[config.mk]
export PLATFORM = sky130hd
export DESIGN_NAME = dual_freq_digitizer
export DESIGN_NICKNAME = d
export VERILOG_FILES = /design/src/rtl/dfd_pkg.sv /design/src/rtl/dfd_edge_det.sv /design/src/rtl/dfd_win_counter.sv /design/src/rtl/dfd_diff_scale.sv /design/src/rtl/dual_freq_digitizer.sv
export SDC_FILE = /design/constraint.sdc
export NUM_CORES = 1
export LEC_CHECK = 0
export BUFFER_PORTS_ARGS = -buffer_cell sky130_fd_sc_hd__buf_2
export CAP_MARGIN = 0
export CORE_UTILIZATION = 50
export DETAILED_ROUTE_END_ITERATION = 12
export PLACE_DENSITY = 0.68
export SYNTH_ARGS = -nofsm -noshare
export SYNTH_HDL_FRONTEND = slang
export SYNTH_SLANG_ARGS = --single-unit
[constraint.sdc]
create_clock -name clk -period 3.4 [get_ports clk]
set_input_delay 0.34 -clock clk [delete_from_list [all_inputs] [get_ports clk]]
set_output_delay 0.34 -clock clk [all_outputs]
set_load 0.1 [all_outputs]
[src/rtl/dfd_pkg.sv]
package dfd_pkg;

    // number of metastability stages on each asynchronous pulse input
    localparam int unsigned SYNC_STAGES = 2;

    // two channels: index 0 measures, index 1 is the reference
    localparam int unsigned NUM_CH  = 2;
    localparam int unsigned CH_MEAS = 0;
    localparam int unsigned CH_REF  = 1;

    typedef struct packed {
        logic [SYNC_STAGES-1:0] stage;
        logic                   prev;
    } edge_st_t;

endpackage

[src/rtl/dfd_edge_det.sv]
module dfd_edge_det
    import dfd_pkg::*;
(
    input  logic clk,
    input  logic rst_n,
    input  logic pulse_i,
    output logic rise_o
);

    edge_st_t st_d, st_q;

    always_comb begin
        st_d       = st_q;
        st_d.stage = {st_q.stage[SYNC_STAGES-2:0], pulse_i};
        st_d.prev  = st_q.stage[SYNC_STAGES-1];
        rise_o     = st_q.stage[SYNC_STAGES-1] & ~st_q.prev;
    end

    always_ff @(posedge clk or negedge rst_n) begin
        if (!rst_n) begin
            st_q <= '0;
        end else begin
            st_q <= st_d;
        end
    end

    // a detected rise can never last two cycles
    a_r10_single_rise: assert property (@(posedge clk) disable iff (!rst_n)
        rise_o |=> !rise_o);

endmodule

[src/rtl/dfd_win_counter.sv]
module dfd_win_counter #(
    parameter int unsigned CNT_W = 16
) (
    input  logic             clk,
    input  logic             rst_n,
    input  logic             inc_i,
    input  logic             clr_i,
    output logic [CNT_W-1:0] cnt_o,
    output logic             ovf_o
);

    localparam logic [CNT_W-1:0] CNT_MAX = {CNT_W{1'b1}};

    typedef struct packed {
        logic [CNT_W-1:0] cnt;
        logic             ovf;
    } cnt_st_t;

    cnt_st_t st_d, st_q;

    always_comb begin
        st_d = st_q;
        if (clr_i) begin
            // the edge seen in the closing cycle belongs to the new window
            st_d.cnt = {{(CNT_W-1){1'b0}}, inc_i};
            st_d.ovf = 1'b0;
        end else if (inc_i) begin
            if (st_q.cnt == CNT_MAX) begin
                st_d.ovf = 1'b1;
            end else begin
                st_d.cnt = st_q.cnt + 1'b1;
            end
        end
        cnt_o = st_q.cnt;
        ovf_o = st_q.ovf;
    end

    always_ff @(posedge clk or negedge rst_n) begin
        if (!rst_n) begin
            st_q <= '0;
        end else begin
            st_q <= st_d;
        end
    end

    // a full counter stays full until the window closes
    a_r8_saturate: assert property (@(posedge clk) disable iff (!rst_n)
        (cnt_o == CNT_MAX && !clr_i) |=> cnt_o == CNT_MAX);

    // within a window the count only holds or grows by one
    a_r1_step: assert property (@(posedge clk) disable iff (!rst_n)
        !clr_i |=> (cnt_o == $past(cnt_o) || cnt_o == $past(cnt_o) + 1'b1));

    // after a window closes the count is at most one
    a_r6_restart: assert property (@(posedge clk) disable iff (!rst_n)
        clr_i |=> cnt_o <= 1);

endmodule

[src/rtl/dfd_diff_scale.sv]
module dfd_diff_scale #(
    parameter int unsigned CNT_W = 16,
    parameter int unsigned OUT_W = 18,
    parameter int unsigned SCALE = 1
) (
    input  logic [CNT_W-1:0] meas_i,
    input  logic [CNT_W-1:0] ref_i,
    output logic [OUT_W-1:0] mag_o,
    output logic             neg_o
);

    localparam int unsigned SW = $clog2(SCALE + 1);
    localparam int unsigned PW = CNT_W + SW;

    logic [CNT_W-1:0] diff;
    logic [PW-1:0]    prod;

    always_comb begin
        neg_o = ref_i > meas_i;
        diff  = neg_o ? (ref_i - meas_i) : (meas_i - ref_i);
        prod  = PW'(diff) * PW'(SCALE);
    end

    generate
        if (PW > OUT_W) begin : g_clamp
            always_comb begin
                mag_o = (|prod[PW-1:OUT_W]) ? {OUT_W{1'b1}} : prod[OUT_W-1:0];
            end
        end else begin : g_fit
            always_comb begin
                mag_o = OUT_W'(prod);
            end
        end
    endgenerate

    // equal counts give a zero magnitude and a clear sign
    always_comb begin
        if (meas_i == ref_i) begin
            a_r3_equal_zero: assert (mag_o == '0 && !neg_o);
        end
    end

endmodule

[src/rtl/dual_freq_digitizer.sv]
module dual_freq_digitizer
    import dfd_pkg::*;
#(
    parameter int unsigned CNT_W = 16,
    parameter int unsigned OUT_W = 18,
    parameter int unsigned SCALE = 1
) (
    input  logic             clk,
    input  logic             rst_n,
    input  logic             meas_pulse_i,
    input  logic             ref_pulse_i,
    input  logic             sync_i,
    output logic [OUT_W-1:0] mag_o,
    output logic             neg_o,
    output logic             ovf_o,
    output logic             valid_o
);

    typedef struct packed {
        logic [OUT_W-1:0] mag;
        logic             neg;
        logic             ovf;
        logic             vld;
    } res_st_t;

    logic [NUM_CH-1:0]            pulse_in;
    logic [NUM_CH-1:0]            rise;
    logic [NUM_CH-1:0][CNT_W-1:0] cnt;
    logic [NUM_CH-1:0]            ch_ovf;
    logic [OUT_W-1:0]             diff_mag;
    logic                         diff_neg;

    assign pulse_in[CH_MEAS] = meas_pulse_i;
    assign pulse_in[CH_REF]  = ref_pulse_i;

    generate
        for (genvar ch = 0; ch < NUM_CH; ch++) begin : g_ch
            dfd_edge_det u_edge (
                .clk     (clk),
                .rst_n   (rst_n),
                .pulse_i (pulse_in[ch]),
                .rise_o  (rise[ch])
            );

            dfd_win_counter #(
                .CNT_W (CNT_W)
            ) u_cnt (
                .clk   (clk),
                .rst_n (rst_n),
                .inc_i (rise[ch]),
                .clr_i (sync_i),
                .cnt_o (cnt[ch]),
                .ovf_o (ch_ovf[ch])
            );
        end
    endgenerate

    dfd_diff_scale #(
        .CNT_W (CNT_W),
        .OUT_W (OUT_W),
        .SCALE (SCALE)
    ) u_diff (
        .meas_i (cnt[CH_MEAS]),
        .ref_i  (cnt[CH_REF]),
        .mag_o  (diff_mag),
        .neg_o  (diff_neg)
    );

    res_st_t res_d, res_q;

    always_comb begin
        res_d     = res_q;
        res_d.vld = 1'b0;
        if (sync_i) begin
            res_d.mag = diff_mag;
            res_d.neg = diff_neg;
            res_d.ovf = |ch_ovf;
            res_d.vld = 1'b1;
        end
    end

    always_ff @(posedge clk or negedge rst_n) begin
        if (!rst_n) begin
            res_q <= '0;
        end else begin
            res_q <= res_d;
        end
    end

    assign mag_o   = res_q.mag;
    assign neg_o   = res_q.neg;
    assign ovf_o   = res_q.ovf;
    assign valid_o = res_q.vld;

    // with no strobe the held result does not move and no valid is raised
    a_r5_hold: assert property (@(posedge clk) disable iff (!rst_n)
        !sync_i |=> ($stable(mag_o) && $stable(neg_o) && $stable(ovf_o) && !valid_o));

    // a negative result always carries a nonzero magnitude
    a_r4_sign_mag: assert property (@(posedge clk) disable iff (!rst_n)
        neg_o |-> mag_o != '0);

endmodule

; Word level (Yosys, flattened, before mapping)
; Index checks and enable logic that the tools add are counted.
; W data, S select, Z words.
[word_totals]
regBits = 59
latch_bits = 0
mem_bits_rw = 0
rom_bits = 0
in_bits = 5
elab_cells = 44
n_memories = 0
[op_classes]
n_addsub = 4
n_mul = 0
div = 0
n_lt_le_gt_ge = 1
eq_ne = 4
n_shift = 0
muxes = 10
bitwise = 4
n_reduce_logical = 9
[ops]
columns = op, count
row1 = $mux W17, 4
row2 = $mux W16, 3
row3 = $add A16 B1 Y16 const B, 2
row4 = $eq A16 B16 Y1 const B, 2
row5 = $sub A16 B16 Y16, 2
row6 = $gt A16 B16 Y1, 1
row7 = $reduce_and A2 Y1, 4
row8 = $reduce_bool A2 Y1, 4
row9 = $ne A2 B2 Y1 const B, 2
row10 = $mux W1, 3
row11 = $and A1 B1 Y1, 2
row12 = $not A1 Y1, 2
row13 = $reduce_or A2 Y1, 1

; Depth between registers and ports, before layout
; Gate-level depths: netlist (run 1).
[depth]
depth_word = 4
depth_mapped = 13
depth_no_buf = 11

; Hierarchy
; From an unflattened synthesis (run 1), not the netlist that was laid out.
[hier_totals]
cells_unflattened = 478
hier_area_um2 = 4620.7
[by_module_without_submodules]
columns = module, n_inst, cells_each, area_each_um2
row1 = dfd_win_counter, 2, 95, 954.7
row2 = dfd_diff_scale, 1, 235, 1691.6
row3 = dual_freq_digitizer, 1, 45, 842.1
row4 = dfd_edge_det, 2, 4, 88.8

; Worst setup path after synthesis (run 1)
; No wires, ideal clock.
[synth_path]
kind = register -> register
startpoint = register g_ch[1].u_cnt.st_q (netlist bit g_ch[1].u_cnt.cnt_o[0])
endpoint = register res_q (netlist bit mag_o[13])
setup_time_ps = 71
arrival_ps = 2688
required_time_ps = 3329
setup_slack_ps = 641
stages_incl_launch_ff = 13
synth_period_minus_slack_ps = 2759
path_cell_list = dfrtp_1 inv_1 ha_1 fa_1 and2b_1 o211ai_1 a211o_1 o21ai_2 or2_1 buf_6 mux2_4 a311o_1 nand3_1
[synth_between]
elab_chain_len = 2
elab_cells_between_ends = 4
[synth_rtl]
columns = element, line
row1 = "start, declared", dfd_win_counter.sv:19  ; cnt_st_t st_d, st_q;
row2 = "start signal, assigned", dfd_win_counter.sv:42  ; st_q <= st_d;
row3 = $sub A16 B16 Y16 or $gt A16 B16 Y1 (tied branches), "dfd_diff_scale.sv:20, dfd_diff_scale.sv:19"
row4 = $mux W16 *, dfd_diff_scale.sv:20  ; diff = neg_o ? (ref_i - meas_i) : (meas_i - ref_i);
row5 = "end signal, assigned", dual_freq_digitizer.sv:86  ; res_q <= res_d;
row6 = "end, declared", dual_freq_digitizer.sv:69  ; res_st_t res_d, res_q;
; Mark *: on every way between the ends. The rest lies on a longest branch, timed or not.
; A chain may end at the register's enable or synchronous reset.

; Final worst setup path (run 1)
[layout_path]
startpoint = register g_ch[1].u_cnt.st_q (netlist bit g_ch[1].u_cnt.cnt_o[0])
endpoint = register res_q (netlist bit mag_o[14])
; The elaborated chain is that of the path after synthesis.

==> impl_metrics.tcl, run 1 <==
set metrics [dict create \
    multiInputGateArea_sq_mm 0.00248 \
    p_sw_mw 1.08 \
    clockRootBuffer "clkbuf_8" \
    share_comb_of_total_power 0.401 \
    synth_compound_gate_area_share 0.157 \
    cts_max_level 3 \
    final_common_cell "dfrtp_1" \
    slew_violations 0 \
    power_density_mw_per_mm2 530 \
    detail-route-antenna-nets 0 \
    syn_inst 474 \
    cp_slowest_cell "dfrtp_1" \
    critPathKind "reg2reg" \
    synth_edf_count 0 \
    first_iter_violations 158 \
    synth_top_family_by_area "simple AND/OR/NAND/NOR gates" \
    place_inst 599 \
    yosys.area_share.simple 0.203 \
    yosysUniqueCellTypes 64 \
    slowest_delay_ns 0.45 \
    setup-violations-final 0 \
    die_width_um 93.8 \
    grt_start_max_net_pins 40 \
    mostFrequentLayoutCells "59 x dfrtp_1, 56 x nor2_1, 38 x a21oi_1" \
    cts_buffer_depth 2 \
    period_share 0.928 \
    pin_count 26 \
    drc 0 \
    critical_path_buf_inv_count 2 \
    layout-drive-gt1-share 0.151 \
    cp.arrival_ns 3.38 \
    synth.avg_cell_area_sq_um 8.89 \
    ys_seq_elements 59 \
    antenna_cells 0 \
    start_kind "register" \
    synthArstFlopShare 1.00 \
    cp-end-kind "register" \
    postRouteWirelength_mm 10.1 \
    path_clk_slew_ns 0.07 \
    status "finished, final reports clean" \
    rows 33 \
    peakVddDrop_mv 0.226 \
    die_y_um 93.8 \
    dr.pass1.iters 5 \
    final_util 0.574 \
    seqPwrFrac 0.327 \
    crit_chain "inv_1 > ha_1 > fa_1 > and2b_1 > o211ai_1 > a211o_1 > o21ai_2 > nor2_2 > buf_4 > or4_1 > a21oi_1 > o31ai_1" \
    worstMarginPinSlew_ns 0.575 \
    gp_congestion 0.952 \
    p_leak_nw 2.14 \
    yosysWarnings 0 \
    cts_tree "yes" \
    post_drt_via_cell_ratio 5.63 \
    period_needed_ns 3.16 \
    grt_pass1_vias 3409 \
    intPower_mw 1.41 \
    clock_latency_ns 0.34 \
    ys.flop_type "dfrtp_1" \
    wl_per_cell_um 16.5 \
    n_fill_cell 748 \
    synth_fa_ha_area_frac 0.107 \
    slew_headroom 0.617 \
    die-area_sq_mm 0.00880 \
    final_nets 546 \
    initial_core_util 0.515 \
    cts_inserted_buffers 9 \
    timing.setup.tns_ns 0 \
    grt.total_usage 0.254 \
    clkPwrFrac 0.272 \
    muxShareOfSynthArea 0.0436 \
    cp_top_family "compound AO/OA/AOI/OAI gates" \
    synth_seq_area_share 0.350 \
    p_sw_frac 0.434 \
    synth_xor_area_frac 0.0727 \
    fin_skew_ns 0.00927 \
    grt_pass1_wl_mm 17.1 \
    num_vias 3471 \
    antenna_found_initial 0 \
    synth_area_sq_mm 0.00421 \
    drv_cap 0 \
    postCtsSetupBuffers 0 \
    fmax_ghz 0.317 \
    cp_max_fo 9 \
    fin_cells 616 \
    place_hpwl_mm 7.83 \
    io_buffer_count 23 \
    core-area_sq_mm 0.00818 \
    rsz0062_at_grt "false" \
    worstPathRequired_ns 3.63 \
    area_delta_synth_final_pct 11.3 \
    regArea_sq_mm 0.00148 \
    cts_sinks 59 \
    overflow 0 \
    finalHoldViolCount 0 \
    hp-class "in2reg" \
]
==> final timing paths <==
check,from,endpoint,slack (ns),depth (start not counted)
worst max-delay path,g_ch[1].u_cnt.cnt_o[0],mag_o[14],0.24,12
worst min-delay path,meas_pulse_i,g_ch[0].u_edge.st_d[2],0.1,1
worst max register to register,g_ch[1].u_cnt.cnt_o[0],mag_o[14],0.24,12
worst min register to register,g_ch[1].u_edge.st_d[2],g_ch[1].u_edge.st_d[0],0.35,0
max in group asynchronous,rst_n,g_ch[0].u_cnt.cnt_o[4],2.03,3
min in group asynchronous,rst_n,mag_o[15],0.48,2
==> through the flow <==
stage / power [mW] / setup slack [ns] / instance area (sq um) / hold WS, ns
floorplan: 1.65 / 0.641 / 4220 / 0.0444
global placement: 1.81 / 0.306 / 4470 / 0.311
detailed placement: 1.82 / 0.148 / 4470 / 0.313
CTS: 2.50 / 0.142 / 4690 / 0.0854
global route: 2.62 / 0.0113 / 4690 / 0.0813
finish: 2.48 / 0.244 / 4690 / 0.0970
==> cell usage after synthesis, types with 8 or more instances <==
library cell	number	area, sq um
a21o_1	8	60.1
a21oi_1	38	190
buf_2	9	45.0
dfrtp_1	59	1480
ha_1	33	413
inv_1	33	124
mux2i_1	12	120
nand2_1	25	93.8
nand3_1	22	110
nand4_1	17	106
nor2_1	57	214
nor3_1	8	40.0
o21ai_0	11	55.1
xnor2_1	32	280
==> registers in the layout, indices dropped and copies added, names as in the netlist <==
name / count
valid_o: 1
g_ch.u_edge.st_q: 2
neg_o: 1
g_ch.u_cnt.ovf_o: 2
g_ch.u_cnt.cnt_o: 32
mag_o: 16
g_ch.u_edge.st_d: 4
ovf_o: 1
==> power groups by stage <==
| stage | Sequential (mW) | Combinational, mW | Clock [mW] |
|---|---|---|---|
| finish | 0.813 | 0.996 | 0.675 |
| global route | 0.825 | 1.06 | 0.729 |
| CTS | 0.814 | 0.997 | 0.688 |
| detailed placement | 0.827 | 0.994 | 0 |
| global placement | 0.822 | 0.989 | 0 |
| floorplan | 1.29 | 0.365 | 0 |
==> kinds of logic after synthesis <==
kind of cell,count (synthesis)
AOI/OAI and AO/OA,98
and+or+nand+nor,171
muxes,17
buffers and inverters,58
other,1
xor gates and xnor gates,35
adders and majority gates,35
DFF,59
==> timing repair <==
action	4_1_cts	5_1_grt
hold buffers	1	0
endpoints found under the setup margin	0	7
resized for setup	0	2
hold endpoints to repair	20	0
==> worst register-to-register path, delay by kind of cell, from the launching register on <==
kind | cells | cell delay, ns
flops | 1 | 0.45
fa+ha+maj | 2 | 0.63
simple gates | 3 | 0.77
buf+inv | 2 | 0.28
compound gates | 5 | 0.93
==> metal layers <==
metal  vias to the layer above  track usage  wire length [um]
li1                       1717            -                 -
met1                      1646        0.344              4760
met2                        97        0.409              4770
met3                        11       0.0494               470
met4                         0       0.0744               140
met5                         -            0                 0
==> area by class of cell <==
class / count / share of cell area
Multi-Input combinational cell: 358 / 0.528
Sequential cell: 59 / 0.315
Timing Repair Buffer: 44 / 0.0587
Clock buffer: 13 / 0.0339
Tap cell: 105 / 0.0280
Inverter: 34 / 0.0272
Clock inverter: 3 / 0.00987
(Power assumes the default switching activity.)
==> run 2: changes to the inputs <==
--- a/config.mk
+++ b/config.mk
@@ -10,6 +10,7 @@
 export CORE_UTILIZATION = 50
 export DETAILED_ROUTE_END_ITERATION = 12
 export PLACE_DENSITY = 0.68
+export RECOVER_POWER = 50
 export SYNTH_ARGS = -nofsm -noshare
 export SYNTH_HDL_FRONTEND = slang
 export SYNTH_SLANG_ARGS = --single-unit
==> constraint.sdc (replaced) <==
create_clock -name clk -period 3.4 [get_ports clk]
set_input_delay 0.17 -clock clk [delete_from_list [all_inputs] [get_ports clk]]
set_output_delay 0.17 -clock clk [all_outputs]
set_load 0.1 [all_outputs]
==> impl_metrics.tcl, run 2 (synthesis gave the netlist of run 1 again) <==
set metrics [dict create \
    status "finished with violations" \
    violations "max-capacitance violations, max-slew violations" \
    drc 0 \
    grt_pass1_vias 3433 \
    io_buffer_count 23 \
    cp.arrival_ns 3.52 \
    period_share 0.954 \
    grt.total_usage 0.249 \
    clockRootBuffer "clkbuf_8" \
    cts_sinks 59 \
    largest_reg_flops 32 \
    fmax_ghz 0.308 \
    antenna_cells 0 \
    regMostFlops "g_ch.u_cnt.cnt_o" \
    wl_per_cell_um 16.5 \
    finalHoldViolCount 0 \
    die_y_um 93.8 \
    final_nets 540 \
    rows 33 \
    postCtsSetupBuffers 0 \
    cts_inserted_buffers 9 \
    place_hpwl_mm 7.53 \
    rsz0062_at_grt "false" \
    worstMarginPinSlew_ns 1.98 \
    power_density_mw_per_mm2 543 \
    pin_count 26 \
    peakVddDrop_mv 0.217 \
    hp-class "in2reg" \
    clock_latency_ns 0.35 \
    clkPwrFrac 0.287 \
    p_sw_mw 1.09 \
    grt_pass1_wl_mm 16.8 \
    crit_chain "inv_1 > ha_1 > fa_1 > and2b_1 > o211ai_1 > a211o_1 > o21ai_2 > or2_1 > mux2_4 > a311o_1 > nand3_1" \
    worstPathRequired_ns 3.68 \
    initial_core_util 0.515 \
    intPower_mw 1.42 \
    mostFrequentLayoutCells "59 x dfrtp_1, 57 x nor2_1, 38 x a21oi_1" \
    cp_top_family "compound AO/OA/AOI/OAI gates" \
    power.total_mw 2.51 \
    seqPwrFrac 0.323 \
    overflow 0 \
    share_comb_of_total_power 0.390 \
    p_sw_frac 0.433 \
    area_delta_synth_final_pct 9.68 \
    drv_cap 1 \
    detail-route-antenna-nets 0 \
    cp-end-kind "register" \
    fin_skew_ns 0.0130 \
    final_common_cell "dfrtp_1" \
    grt_start_max_net_pins 37 \
    dr.pass1.iters 4 \
    cts_max_level 3 \
    period_needed_ns 3.24 \
    cts_tree "yes" \
    timing.setup.tns_ns 0 \
    start_kind "register" \
    cp_slowest_cell "dfrtp_1" \
    first_iter_violations 142 \
    num_vias 3501 \
    p_leak_nw 2.06 \
    antenna_found_initial 0 \
    gp_congestion 0.864 \
    slew_violations 37 \
    layout-drive-gt1-share 0.0913 \
    die_width_um 93.8 \
    slowest_delay_ns 0.44 \
    critPathKind "reg2reg" \
    cp_max_fo 9 \
    cts_buffer_depth 2 \
    setup-violations-final 0 \
    postRouteWirelength_mm 10.0 \
    slew_headroom -0.317 \
    core-area_sq_mm 0.00818 \
    post_drt_via_cell_ratio 5.75 \
    path_clk_slew_ns 0.08 \
    die-area_sq_mm 0.00880 \
    critical_path_buf_inv_count 1 \
]
run 2: cell type report:
cell class	count	area, sq um
fill	754	3550
multi-input combinational	358	2470
sequential	59	1480
timing repair buffer	38	200
clock buffer	10	138
tap	105	131
inverter	34	128
clock inverter	5	77.6
run 2: final timing paths:
path,start,end,slack (ns),depth (start not counted)
min reg2reg,g_ch[0].u_edge.st_d[2],g_ch[0].u_edge.st_d[0],0.35,0
min,sync_i,g_ch[0].u_cnt.cnt_o[1],0.20,2
max in group asynchronous,rst_n,g_ch[0].u_cnt.cnt_o[9],0.97,3
max,g_ch[1].u_cnt.cnt_o[0],mag_o[13],0.16,11
min in group asynchronous,rst_n,mag_o[0],0.92,2
max reg2reg,g_ch[1].u_cnt.cnt_o[0],mag_o[13],0.16,11
run 2: worst register-to-register path, cell delays in order, from the launching register on:
cell and delay, ns:
dfrtp_1 0.44, inv_1 0.10, ha_1 0.24, fa_1 0.39
and2b_1 0.22, o211ai_1 0.10, a211o_1 0.34, o21ai_2 0.22
or2_1 0.39, mux2_4 0.35, a311o_1 0.33, nand3_1 0.08
run 2: what timing repair did:
item | 4_1_cts | 5_1_grt
gates resized for setup | 0 | 0
hold buffers | 3 | 0
hold endpoints to repair | 37 | 0
run 2: metal layers:
metal	GRT usage	vias to the layer above	wire length, um
met2	0.387	118	4500
met1	0.339	1668	4850
met4	0.105	0	214
met3	0.0469	18	470
met5	0	-	0
li1	-	1697	-
run 2: metrics by stage:
step / util / worst slack, ns / cell area [sq um] / hold WS [ns] / instances
global route: 0.565 / 0.0134 / 4620 / 0.195 / 609
CTS: 0.570 / 0.192 / 4660 / 0.189 / 609
finish: 0.565 / 0.156 / 4620 / 0.197 / 609
global placement: 0.540 / 0.327 / 4410 / 0.279 / 591
detailed placement: 0.540 / 0.215 / 4410 / 0.281 / 591
floorplan: - / 0.641 / 4220 / -0.126 / 475
run 2: power groups by stage:
stage          combinational (mW)  clock (mW)  sequential, mW
2_1_floorplan               0.365           0            1.29
3_3_place_gp                0.981           0           0.820
3_5_place_dp                0.993           0           0.823
4_1_cts                     0.998       0.732           0.810
5_1_grt                      1.03       0.765           0.822
6_report                    0.979       0.720           0.810
==> run 3: changes to the inputs <==
==> constraint.sdc (replaced) <==
create_clock -name clk -period 3.4 [get_ports clk]
set_input_delay 0.85 -clock clk [delete_from_list [all_inputs] [get_ports clk]]
set_output_delay 0.85 -clock clk [all_outputs]
set_load 0.1 [all_outputs]
==> impl_metrics.tcl, run 3 (synthesis gave the netlist of run 1 again) <==
set metrics [dict create \
    power_density_mw_per_mm2 556 \
    gp_congestion 0.850 \
    finalHoldViolCount 0 \
    fin_cells 615 \
    die-area_sq_mm 0.00880 \
    worstMarginPinSlew_ns 1.85 \
    multiInputGateArea_sq_mm 0.00248 \
    final_common_cell "dfrtp_1" \
    dr.pass1.iters 5 \
    wl_per_cell_um 16.4 \
    start_kind "register" \
    status "finished with violations" \
    grt_util_met1 0.332 \
    dpl-instance-area_sq_mm 0.00447 \
    fmax_ghz 0.313 \
    antenna_found_initial 0 \
    cts_inserted_buffers 9 \
    post_drt_via_cell_ratio 5.72 \
    postCtsSetupBuffers 0 \
    cts_buffer_depth 2 \
    pin_count 26 \
    final_util 0.576 \
    overflow 0 \
    path_clk_slew_ns 0.08 \
    place_hpwl_mm 7.46 \
    grt_pass1_vias 3292 \
    critPathKind "reg2reg" \
    area_delta_synth_final_pct 11.7 \
    initial_core_util 0.515 \
    clock_latency_ns 0.35 \
    p_leak_nw 2.14 \
    die_y_um 93.8 \
    grt.total_usage 0.244 \
    slew_violations 70 \
    postRouteWirelength_mm 10.1 \
    num_vias 3517 \
    setup-violations-final 0 \
    cp.arrival_ns 3.42 \
    cts_max_level 3 \
    timing.setup.tns_ns 0 \
    cp-end-kind "register" \
    antenna_cells 0 \
    detail-route-antenna-nets 0 \
    regArea_sq_mm 0.00148 \
    first_iter_violations 169 \
    grt_use_met2 0.389 \
    cts_tree "yes" \
    rsz0062_at_grt "false" \
    worstPathRequired_ns 3.63 \
    final_nets 545 \
    largest_reg_flops 32 \
    drv_cap 2 \
    n_fill_cell 738 \
    period_share 0.940 \
    io_buffer_count 23 \
    hp-class "reg2reg" \
    cts_sinks 59 \
    rows 33 \
    grt_start_max_net_pins 36 \
    violations "max-capacitance violations, max-slew violations" \
    core-area_sq_mm 0.00818 \
    place_inst 599 \
    mostFrequentLayoutCells "59 x dfrtp_1, 56 x nor2_1, 38 x a21oi_1" \
    peakVddDrop_mv 0.269 \
    period_needed_ns 3.20 \
    cp_max_fo 9 \
    die_width_um 93.8 \
    regMostFlops "g_ch.u_cnt.cnt_o" \
    grt_pass1_wl_mm 16.5 \
    final_area_sq_mm 0.00471 \
    slew_headroom -0.234 \
    drc 0 \
    fin_skew_ns 0.00909 \
    clockRootBuffer "clkbuf_8" \
    grt_use_met3 0.0396 \
    grt.busiest_layer "met2" \
    layout-drive-gt1-share 0.143 \
]
[run 3: cell types whose count changed in the layout (fill, tap and decap cells not counted), sizes merged]
cell | previous run | this run
buf | 12 | 37
bufinv | 2 | 3
clkbuf | 33 | 15
dlygate4sd3 | 3 | 0
inv | 33 | 34
[run 3: final timing paths]
| kind | start | to | slack (ns) | cells past startpoint |
|---|---|---|---|---|
| worst min register to register | g_ch[1].u_edge.st_d[2] | g_ch[1].u_edge.st_d[0] | 0.36 | 0 |
| worst max-delay path | g_ch[1].u_cnt.cnt_o[0] | mag_o[14] | 0.20 | 12 |
| worst max register to register | g_ch[1].u_cnt.cnt_o[0] | mag_o[14] | 0.20 | 12 |
| min in group asynchronous | rst_n | mag_o[8] | 1.00 | 1 |
| worst min-delay path | g_ch[1].u_edge.st_d[2] | g_ch[1].u_edge.st_d[0] | 0.36 | 0 |
| max in group asynchronous | rst_n | mag_o[7] | 0.98 | 2 |
[run 3: critical path, stage by stage, from the launching register on]
cell      delay [ns]
dfrtp_1         0.44
inv_1           0.10
ha_1            0.24
fa_1            0.41
and2b_1         0.22
o211ai_1        0.11
a211o_1         0.33
o21ai_2         0.23
nor2_2          0.16
buf_4           0.18
or4_1           0.40
a21oi_1         0.15
o31ai_1         0.09
[run 3: area by class of cell]
| type | count | area share |
|---|---|---|
| Clock buffer | 9 | 0.0263 |
| Clock inverter | 7 | 0.0263 |
| Inverter | 34 | 0.0271 |
| Multi-Input combinational cell | 358 | 0.526 |
| Sequential cell | 59 | 0.314 |
| Tap cell | 105 | 0.0279 |
| Timing Repair Buffer | 43 | 0.0526 |
[run 3: timing repair]
item / 4_1_cts / 5_1_grt
setup endpoints to repair: 0 / 5
hold endpoints to repair: 0 / 0
gates resized for setup: 0 / 2
hold buffers: 0 / 0
[run 3: layer usage]
layer / share of wire / up-vias
met2: 0.47 / 78
met3: 0.031 / 20
met4: 0.019 / 0
li1: - / 1721
met5: 0 / -
met1: 0.48 / 1698
[run 3: through the flow]
step	total power [mW]	setup WS [ns]	hold WS, ns
6_report	2.62	0.204	0.359
5_1_grt	2.73	0.0527	0.364
4_1_cts	2.63	0.135	0.362
3_5_place_dp	1.81	0.207	0.344
3_3_place_gp	1.80	0.299	0.337
2_1_floorplan	1.65	0.641	0.331
[run 3: power breakdown]
group,internal (mW),switching (mW)
clock network,0.492,0.321
logic,0.247,0.745
registers,0.773,0.0389
total,1.51,1.10
